$ cat src/rtl/gs_pkg.sv
package gs_pkg;

    // Destination register of a multiply-add issued to the shared pipeline
    typedef enum logic [1:0] {
        DST_X = 2'd0,
        DST_H = 2'd1,
        DST_R = 2'd2
    } dst_e;

    // Sequencer states
    typedef enum logic [2:0] {
        ST_IDLE   = 3'd0,
        ST_ISS_X  = 3'd1,
        ST_ISS_H  = 3'd2,
        ST_WAIT_H = 3'd3,
        ST_ISS_R  = 3'd4,
        ST_WAIT_R = 3'd5
    } st_e;

endpackage

$ cat src/rtl/gs_seed_rom.sv
module gs_seed_rom #(
    parameter int FRAC_W = 16,
    parameter int IDX_W  = 6
) (
    input  logic [IDX_W-1:0]  idx_i,
    output logic [FRAC_W:0]   seed_o
);
    localparam int DEPTH  = 1 << IDX_W;
    localparam int SEED_W = FRAC_W + 1;

    // Bin i covers [i, i+1) * 4/DEPTH. Its midpoint is (2i+1) * 2^(1-IDX_W).
    // Entry = floor(2^FRAC_W / sqrt(mid)) = isqrt(2^(2*FRAC_W+IDX_W-1) / (2i+1)).
    function automatic logic [SEED_W-1:0] seed_val(input int bin);
        longint unsigned num;
        longint unsigned res;
        longint unsigned trial;
        longint unsigned lim;
        num = (64'd1 << (2 * FRAC_W + IDX_W - 1)) / longint'(2 * bin + 1);
        res = 0;
        for (int k = 31; k >= 0; k--) begin
            trial = res | (64'd1 << k);
            if (trial * trial <= num) res = trial;
        end
        lim = (64'd1 << SEED_W) - 1;
        if (res > lim) res = lim;
        return res[SEED_W-1:0];
    endfunction

    logic [SEED_W-1:0] tbl [DEPTH];

    for (genvar gi = 0; gi < DEPTH; gi++) begin : g_tbl
        assign tbl[gi] = seed_val(gi);
    end

    assign seed_o = tbl[idx_i];

endmodule

$ cat src/rtl/gs_mac_pipe.sv
module gs_mac_pipe
    import gs_pkg::*;
#(
    parameter int W      = 19,
    parameter int FRAC_W = 16,
    parameter int LAT    = 3
) (
    input  logic                clk_i,
    input  logic                rst_ni,
    input  logic                in_valid_i,
    input  dst_e                in_tag_i,
    input  logic signed [W-1:0] a_i,
    input  logic signed [W-1:0] b_i,
    input  logic signed [W-1:0] acc_i,
    output logic                out_valid_o,
    output dst_e                out_tag_o,
    output logic signed [W-1:0] out_res_o
);
    localparam int PW = 2 * W;

    logic signed [PW-1:0] sum_w;
    logic signed [W-1:0]  res_d;

    // acc + a*b, with the product realigned to FRAC_W fraction bits
    always_comb begin
        sum_w = ($signed({{W{acc_i[W-1]}}, acc_i}) <<< FRAC_W) + (a_i * b_i);
        res_d = W'(sum_w >>> FRAC_W);
    end

    logic                vld_q [LAT];
    dst_e                tag_q [LAT];
    logic signed [W-1:0] res_q [LAT];

    always_ff @(posedge clk_i or negedge rst_ni) begin
        if (!rst_ni) begin
            for (int i = 0; i < LAT; i++) begin
                vld_q[i] <= 1'b0;
                tag_q[i] <= DST_X;
                res_q[i] <= '0;
            end
        end else begin
            vld_q[0] <= in_valid_i;
            tag_q[0] <= in_tag_i;
            res_q[0] <= res_d;
            for (int i = 1; i < LAT; i++) begin
                vld_q[i] <= vld_q[i-1];
                tag_q[i] <= tag_q[i-1];
                res_q[i] <= res_q[i-1];
            end
        end
    end

    assign out_valid_o = vld_q[LAT-1];
    assign out_tag_o   = tag_q[LAT-1];
    assign out_res_o   = res_q[LAT-1];

endmodule

$ cat src/rtl/gs_sqrt_unit.sv
module gs_sqrt_unit
    import gs_pkg::*;
#(
    parameter int FRAC_W  = 16,
    parameter int IDX_W   = 6,
    parameter int MAC_LAT = 3,
    parameter int N_ITER  = 2
) (
    input  logic                clk_i,
    input  logic                rst_ni,
    input  logic                start_i,
    input  logic [FRAC_W+1:0]   operand_i,
    output logic                done_o,
    output logic [FRAC_W+1:0]   sqrt_o,
    output logic [FRAC_W+1:0]   rsqrt_o
);
    localparam int W     = FRAC_W + 3;           // sign + 2 integer bits
    localparam int OP_W  = FRAC_W + 2;
    localparam int CNT_W = $clog2(N_ITER + 2);
    localparam logic signed [W-1:0] HALF = W'(1) <<< (FRAC_W - 1);

    typedef struct packed {
        st_e                 st;
        logic                init;
        logic [CNT_W-1:0]    cnt;
        logic signed [W-1:0] n;
        logic signed [W-1:0] y;
        logic signed [W-1:0] x;
        logic signed [W-1:0] h;
        logic signed [W-1:0] r;
        logic                done;
    } state_t;

    state_t st_d, st_q;

    logic [FRAC_W:0]     seed_rd;
    logic                iss_valid;
    dst_e                iss_tag;
    logic signed [W-1:0] iss_a, iss_b, iss_acc;
    logic                ret_valid;
    dst_e                ret_tag;
    logic signed [W-1:0] ret_res;
    logic                busy;

    gs_seed_rom #(
        .FRAC_W (FRAC_W),
        .IDX_W  (IDX_W)
    ) u_rom (
        .idx_i  (operand_i[OP_W-1 -: IDX_W]),
        .seed_o (seed_rd)
    );

    gs_mac_pipe #(
        .W      (W),
        .FRAC_W (FRAC_W),
        .LAT    (MAC_LAT)
    ) u_mac (
        .clk_i       (clk_i),
        .rst_ni      (rst_ni),
        .in_valid_i  (iss_valid),
        .in_tag_i    (iss_tag),
        .a_i         (iss_a),
        .b_i         (iss_b),
        .acc_i       (iss_acc),
        .out_valid_o (ret_valid),
        .out_tag_o   (ret_tag),
        .out_res_o   (ret_res)
    );

    always_comb begin
        st_d      = st_q;
        st_d.done = 1'b0;
        iss_valid = 1'b0;
        iss_tag   = DST_X;
        iss_a     = '0;
        iss_b     = '0;
        iss_acc   = '0;

        // write back whatever leaves the pipeline
        if (ret_valid) begin
            case (ret_tag)
                DST_X:   st_d.x = ret_res;
                DST_H:   st_d.h = ret_res;
                default: st_d.r = ret_res;
            endcase
        end

        case (st_q.st)
            ST_IDLE: begin
                if (start_i) begin
                    st_d.n    = $signed({1'b0, operand_i});
                    st_d.y    = $signed({2'b00, seed_rd});
                    st_d.init = 1'b1;
                    st_d.cnt  = '0;
                    st_d.st   = ST_ISS_X;
                end
            end
            ST_ISS_X: begin
                iss_valid = 1'b1;
                iss_tag   = DST_X;
                if (st_q.init) begin
                    iss_a   = st_q.y;     // x = Y * n
                    iss_b   = st_q.n;
                    iss_acc = '0;
                end else begin
                    iss_a   = st_q.x;     // x' = x + x * r
                    iss_b   = st_q.r;
                    iss_acc = st_q.x;
                end
                st_d.st = ST_ISS_H;
            end
            ST_ISS_H: begin
                iss_valid = 1'b1;
                iss_tag   = DST_H;
                if (st_q.init) begin
                    iss_a   = st_q.y;     // h = Y * 0.5
                    iss_b   = HALF;
                    iss_acc = '0;
                end else begin
                    iss_a   = st_q.h;     // h' = h + h * r
                    iss_b   = st_q.r;
                    iss_acc = st_q.h;
                end
                st_d.st = ST_WAIT_H;
            end
            ST_WAIT_H: begin
                if (ret_valid && ret_tag == DST_H) begin
                    if (st_q.cnt == CNT_W'(N_ITER)) begin
                        st_d.done = 1'b1;
                        st_d.st   = ST_IDLE;
                    end else begin
                        st_d.st = ST_ISS_R;
                    end
                end
            end
            ST_ISS_R: begin
                iss_valid = 1'b1;
                iss_tag   = DST_R;
                iss_a     = st_q.x;       // r = 0.5 - x * h
                iss_b     = -st_q.h;
                iss_acc   = HALF;
                st_d.init = 1'b0;
                st_d.cnt  = st_q.cnt + 1'b1;
                st_d.st   = ST_WAIT_R;
            end
            ST_WAIT_R: begin
                if (ret_valid && ret_tag == DST_R) st_d.st = ST_ISS_X;
            end
            default: st_d.st = ST_IDLE;
        endcase
    end

    always_ff @(posedge clk_i or negedge rst_ni) begin
        if (!rst_ni) begin
            st_q <= '{st: ST_IDLE, init: 1'b0, cnt: '0, n: '0, y: '0,
                      x: '0, h: '0, r: '0, done: 1'b0};
        end else begin
            st_q <= st_d;
        end
    end

    assign busy   = (st_q.st != ST_IDLE);
    assign done_o = st_q.done;

    // saturate onto the unsigned output format
    assign sqrt_o  = st_q.x[W-1] ? '0 : st_q.x[OP_W-1:0];
    assign rsqrt_o = st_q.h[W-1] ? '0 :
                     (st_q.h[FRAC_W+1] ? '1 : {st_q.h[FRAC_W:0], 1'b0});

endmodule

$ cat config.mk
export PLATFORM = sky130hd
export DESIGN_NAME = gs_sqrt_unit
export DESIGN_NICKNAME = d
export VERILOG_FILES = /design/src/rtl/gs_pkg.sv /design/src/rtl/gs_seed_rom.sv /design/src/rtl/gs_mac_pipe.sv /design/src/rtl/gs_sqrt_unit.sv
export SDC_FILE = /design/constraint.sdc
export NUM_CORES = 1
export LEC_CHECK = 0
export BUFFER_PORTS_ARGS = -buffer_cell sky130_fd_sc_hd__clkbuf_2
export CORE_MARGIN = 10
export CORE_UTILIZATION = 40
export DETAILED_ROUTE_END_ITERATION = 16
export PLACE_DENSITY_LB_ADDON = 0.15
export SLEW_MARGIN = 20
export SYNTH_ARGS = -nofsm -noshare
export SYNTH_HDL_FRONTEND = slang
export SYNTH_HIERARCHICAL = 1
export SYNTH_SLANG_ARGS = --single-unit
$ cat constraint.sdc
create_clock -name clk_i -period 20.3 [get_ports clk_i]
set_input_delay 1.015 -clock clk_i [delete_from_list [all_inputs] [get_ports clk_i]]
set_output_delay 1.015 -clock clk_i [all_outputs]
set_load 0.01 [all_outputs]
==> summary.txt <==
Drt
  – Avg WL per Cell: ~21 µm
  – Via density: 5.30
  – ANT nets after route: 0
  – Final WL: between 60000 and 70000 µm
  – Drt first pass iters: 5
  – DRC violations left: 0
  – Vias: 15651
  – Drt initial violations: roughly 1200

Timing
  – Least-Margin Pin Slew: 1.18 ns
  – Fin crit share: 0.443
  – Min cycle time layout: around 9 ns
  – Setup TNS: 0 ns
  – Fin Hold WS: 0.344 ns
  – Clock Skew: around 0.011 ns
  – Final setup vio count: 0
  – RSZ-0062 raised after global routing: false
  – Achievable frequency: 111 MHz
  – Worst relative slew slack: 0.213
  – Max Slew Vio Count: 0
  – Final Hold Fails: 0

Clock tree
  – Post-CTS Resized: 0
  – # hold bufs at CTS: 0
  – Worst-Skew Late Latency: roughly 0.43 ns
  – CTS Sinks: 165
  – Clock root cell: clkbuf_16
  – CTS Buf Count: 17
  – Setup repair bufs after CTS: 0
  – CTS tree: yes
  – Clock buffer depth: 2
  – H-tree depth: 4
  – Clock transition at path regs: ~0.070 ns

Floorplanning
  – Die height: between 200 and 300 µm
  – IO Pins: a little under 60
  – Die Area: ~65000 µm²
  – DIE WIDTH: around 250 µm
  – Initial Utilization: 0.407
  – Core area: 54100 µm²
  – Std-Cell Rows: 85

Placement
  – Final HPWL DP: 47400 µm
  – Global placement routability congestion: between 0.8 and 0.9
  – Buffers added on ports: 57

Cells and area
  – Final #Nets: between 2000 and 3000
  – Area grow syn2layout: 5.98%
  – Share of cells above drive strength 1: 0.108
  – Fillers: between 5000 and 6000

Logic synthesis
  – Avg Inst Size Synth: roughly 9.6 µm²
  – #FFs+latches synth: 165
  – Synth area leaders: fa_1, dfrtp_1, inv_1, ha_1, mux2_2
  – Mapped Area: between 20000 and 25000 µm²
  – Ys flop type: dfrtp_1
  – Sequential area share after synthesis: 0.187
  – Async set-reset flop share out of synthesis: 1.00
  – Synth area leader: fa_1
  – Post-synth top area share: 0.335
  – Ys Warns: 6
  – Synth Net Count: about 2800
  – Synthesized netlist cell count: around 2300
  – Synth cell types: 77
  – Top-count cell post-synth: inv_1
  – Most frequent cells after synthesis: inv_1, fa_1, nand2_1
  – EDFF count, synth: 0

GRT
  – Total gr overflow: 0
  – Vias in the first global route: 16981
  – Largest net degree at the start of global routing: slightly above 90
  – Initial antenna violation count: 5
  – Gr usage total: 0.203
  – First-pass GRT wire length: roughly 100000 µm

Power and ir drop
  – Overall Power: 2.46 mW
  – Pwr/cell area: about 110 nW/µm²
  – P_leak: around 12 nW
  – Max VDD drop: roughly 0.000095 V

Outcome
  – Status: finished, final reports clean

Flow run
  – MaxCap Viol Count: 0

Worst setup path
  – Crit end category: register
  – Worst Path Arrival: 9.35 ns
  – Setup crit start kind: register
  – CP Max Fanout: 21
  – CP Data Required Time: just over 20 ns
  – Crit Path Class: reg -> reg

Worst hold path
  – Min-delay worst type: reg -> reg
-- per-stage QoR --
step | instances | instance area [µm²] | worst slack [ns] | util
floorplan | 2287 | 22000 | 12.65 | -
global placement | 2919 | 22700 | 11.51 | 0.420
detailed placement | 2919 | 22700 | 11.35 | 0.420
CTS | 2950 | 23300 | 11.32 | 0.431
global route | 2950 | 23300 | 10.77 | 0.431
finish | 2952 | 23400 | 11.31 | 0.431
-- worst max-delay path, stage by stage (launching register included) --
cell and delay, ns:
dfrtp_1 0.59, or2_2 0.58, a21oi_1 0.53, buf_4 0.28, a221o_1 0.78, nand2_1 0.20, inv_1 0.13, fa_1 0.56
fa_1 0.57, inv_1 0.35, fa_1 0.48, inv_1 0.08, fa_1 0.44, fa_1 0.51, fa_1 0.50, inv_1 0.06
fa_1 0.47, inv_1 0.04, ha_1 0.34, and4_1 0.27, nand2b_1 0.12, o22ai_1 0.09, a311oi_1 0.42, a211oi_1 0.09
nor3_1 0.24, xnor2_1 0.14
-- power by group --
part           switching [mW]  leakage, nW  internal (mW)
combinational           0.954         9.28          0.556
clock                   0.133        0.283          0.206
sequential              0.163         2.17          0.442
total                    1.25         11.7           1.20
-- cell families (layout without fill, tap and decap cells) --
kind of cell / count (synthesis) / in the layout / synth area share
flip-flops: 165 / 165 / 0.187
multiplexers: 112 / 112 / 0.0592
adder cells (fa/ha/maj): 490 / 490 / 0.404
XOR/XNOR: 54 / 54 / 0.0215
AND/OR/NAND/NOR: 601 / 601 / 0.138
AO/OA/AOI/OAI: 227 / 227 / 0.0736
buffers and inverters: 638 / 605 / 0.116
other: 0 / 2 / 0
-- layer usage --
layer  up-vias  part of all wire  track usage
li1       6934                 -            -
met1      8212              0.44        0.273
met2       416              0.49        0.339
met3        89             0.050       0.0289
met4         0             0.023       0.0515
met5         -                 0            0
-- state kept, by name, summed over array words and instances (netlist names) --
signal and count:
u_mac/vld_q 2, u_mac/out_tag_o 2, st_q 98, u_mac/out_res_o 19, u_mac/out_valid_o 1, done_o 1
u_mac/tag_q 4, u_mac/res_q 38
-- cell usage in the layout, fill, tap and decap left out, types with 4 or more instances in the layout --
| master | netlist | final |
|---|---|---|
| nand3_1 | 10 | 10 |
| o21ai_0 | 30 | 26 |
| o311a_1 | 4 | 4 |
| nand2_1 | 212 | 212 |
| nor3b_1 | 5 | 4 |
| nor3_1 | 17 | 17 |
| clkinvlp_4 | 0 | 4 |
| o211ai_1 | 8 | 8 |
| nand2b_1 | 26 | 26 |
| ha_1 | 121 | 121 |
| o21a_1 | 5 | 5 |
| nor2b_1 | 29 | 29 |
| o21ai_1 | 9 | 11 |
| a221o_1 | 17 | 17 |
| nor2_1 | 107 | 107 |
| xor2_1 | 16 | 16 |
| mux2_2 | 96 | 96 |
| and4_1 | 4 | 4 |
| o22ai_1 | 8 | 8 |
| mux2i_1 | 11 | 11 |
| buf_4 | 22 | 31 |
| nor4_2 | 5 | 5 |
| nand4_1 | 6 | 6 |
| inv_1 | 484 | 484 |
| bufinv_16 | 0 | 4 |
| a311oi_1 | 6 | 6 |
| and2_1 | 157 | 157 |
| clkbuf_2 | 0 | 56 |
| a211o_1 | 4 | 4 |
| fa_1 | 369 | 369 |
| a22oi_1 | 30 | 30 |
| a21o_1 | 5 | 5 |
| xnor2_1 | 38 | 38 |
| a31oi_1 | 10 | 10 |
| a211oi_1 | 14 | 14 |
| mux4_2 | 5 | 5 |
| dfrtp_1 | 165 | 165 |
| clkbuf_16 | 0 | 17 |
| a21oi_1 | 39 | 39 |
-- path summary, 6_finish.rpt --
check,from,endpoint,slack (ns),cells after the start
setup / recovery,st_q[101]$_DFFE_PN0P_,u_mac/res_q[56]$_DFF_PN0_,11.31,25
hold / removal,u_mac/tag_q[4]$_DFF_PN0_,u_mac/tag_q[2]$_DFF_PN0_,0.34,0
setup reg to reg,st_q[101]$_DFFE_PN0P_,u_mac/res_q[56]$_DFF_PN0_,11.31,25
hold reg to reg,u_mac/tag_q[4]$_DFF_PN0_,u_mac/tag_q[2]$_DFF_PN0_,0.34,0
max in group asynchronous,rst_ni,u_mac/res_q[34]$_DFF_PN0_,18.20,2
min in group asynchronous,rst_ni,st_q[72]$_DFFE_PN0P_,0.63,1
-- layout make-up --
| class | count | area (µm²) | share of cell area |
|---|---|---|---|
| Timing Repair Buffer | 88 | 524 | 0.0224 |
| Multi-Input combinational cell | 1484 | 15400 | 0.659 |
| Inverter | 486 | 1820 | 0.0781 |
| Clock inverter | 11 | 176 | 0.00755 |
| Clock buffer | 20 | 437 | 0.0187 |
| Tap cell | 696 | 871 | 0.0373 |
| Sequential cell | 165 | 4130 | 0.177 |
| Antenna cell | 2 | 5.00 | 0.000214 |
Power figures use the tool's default switching activity.
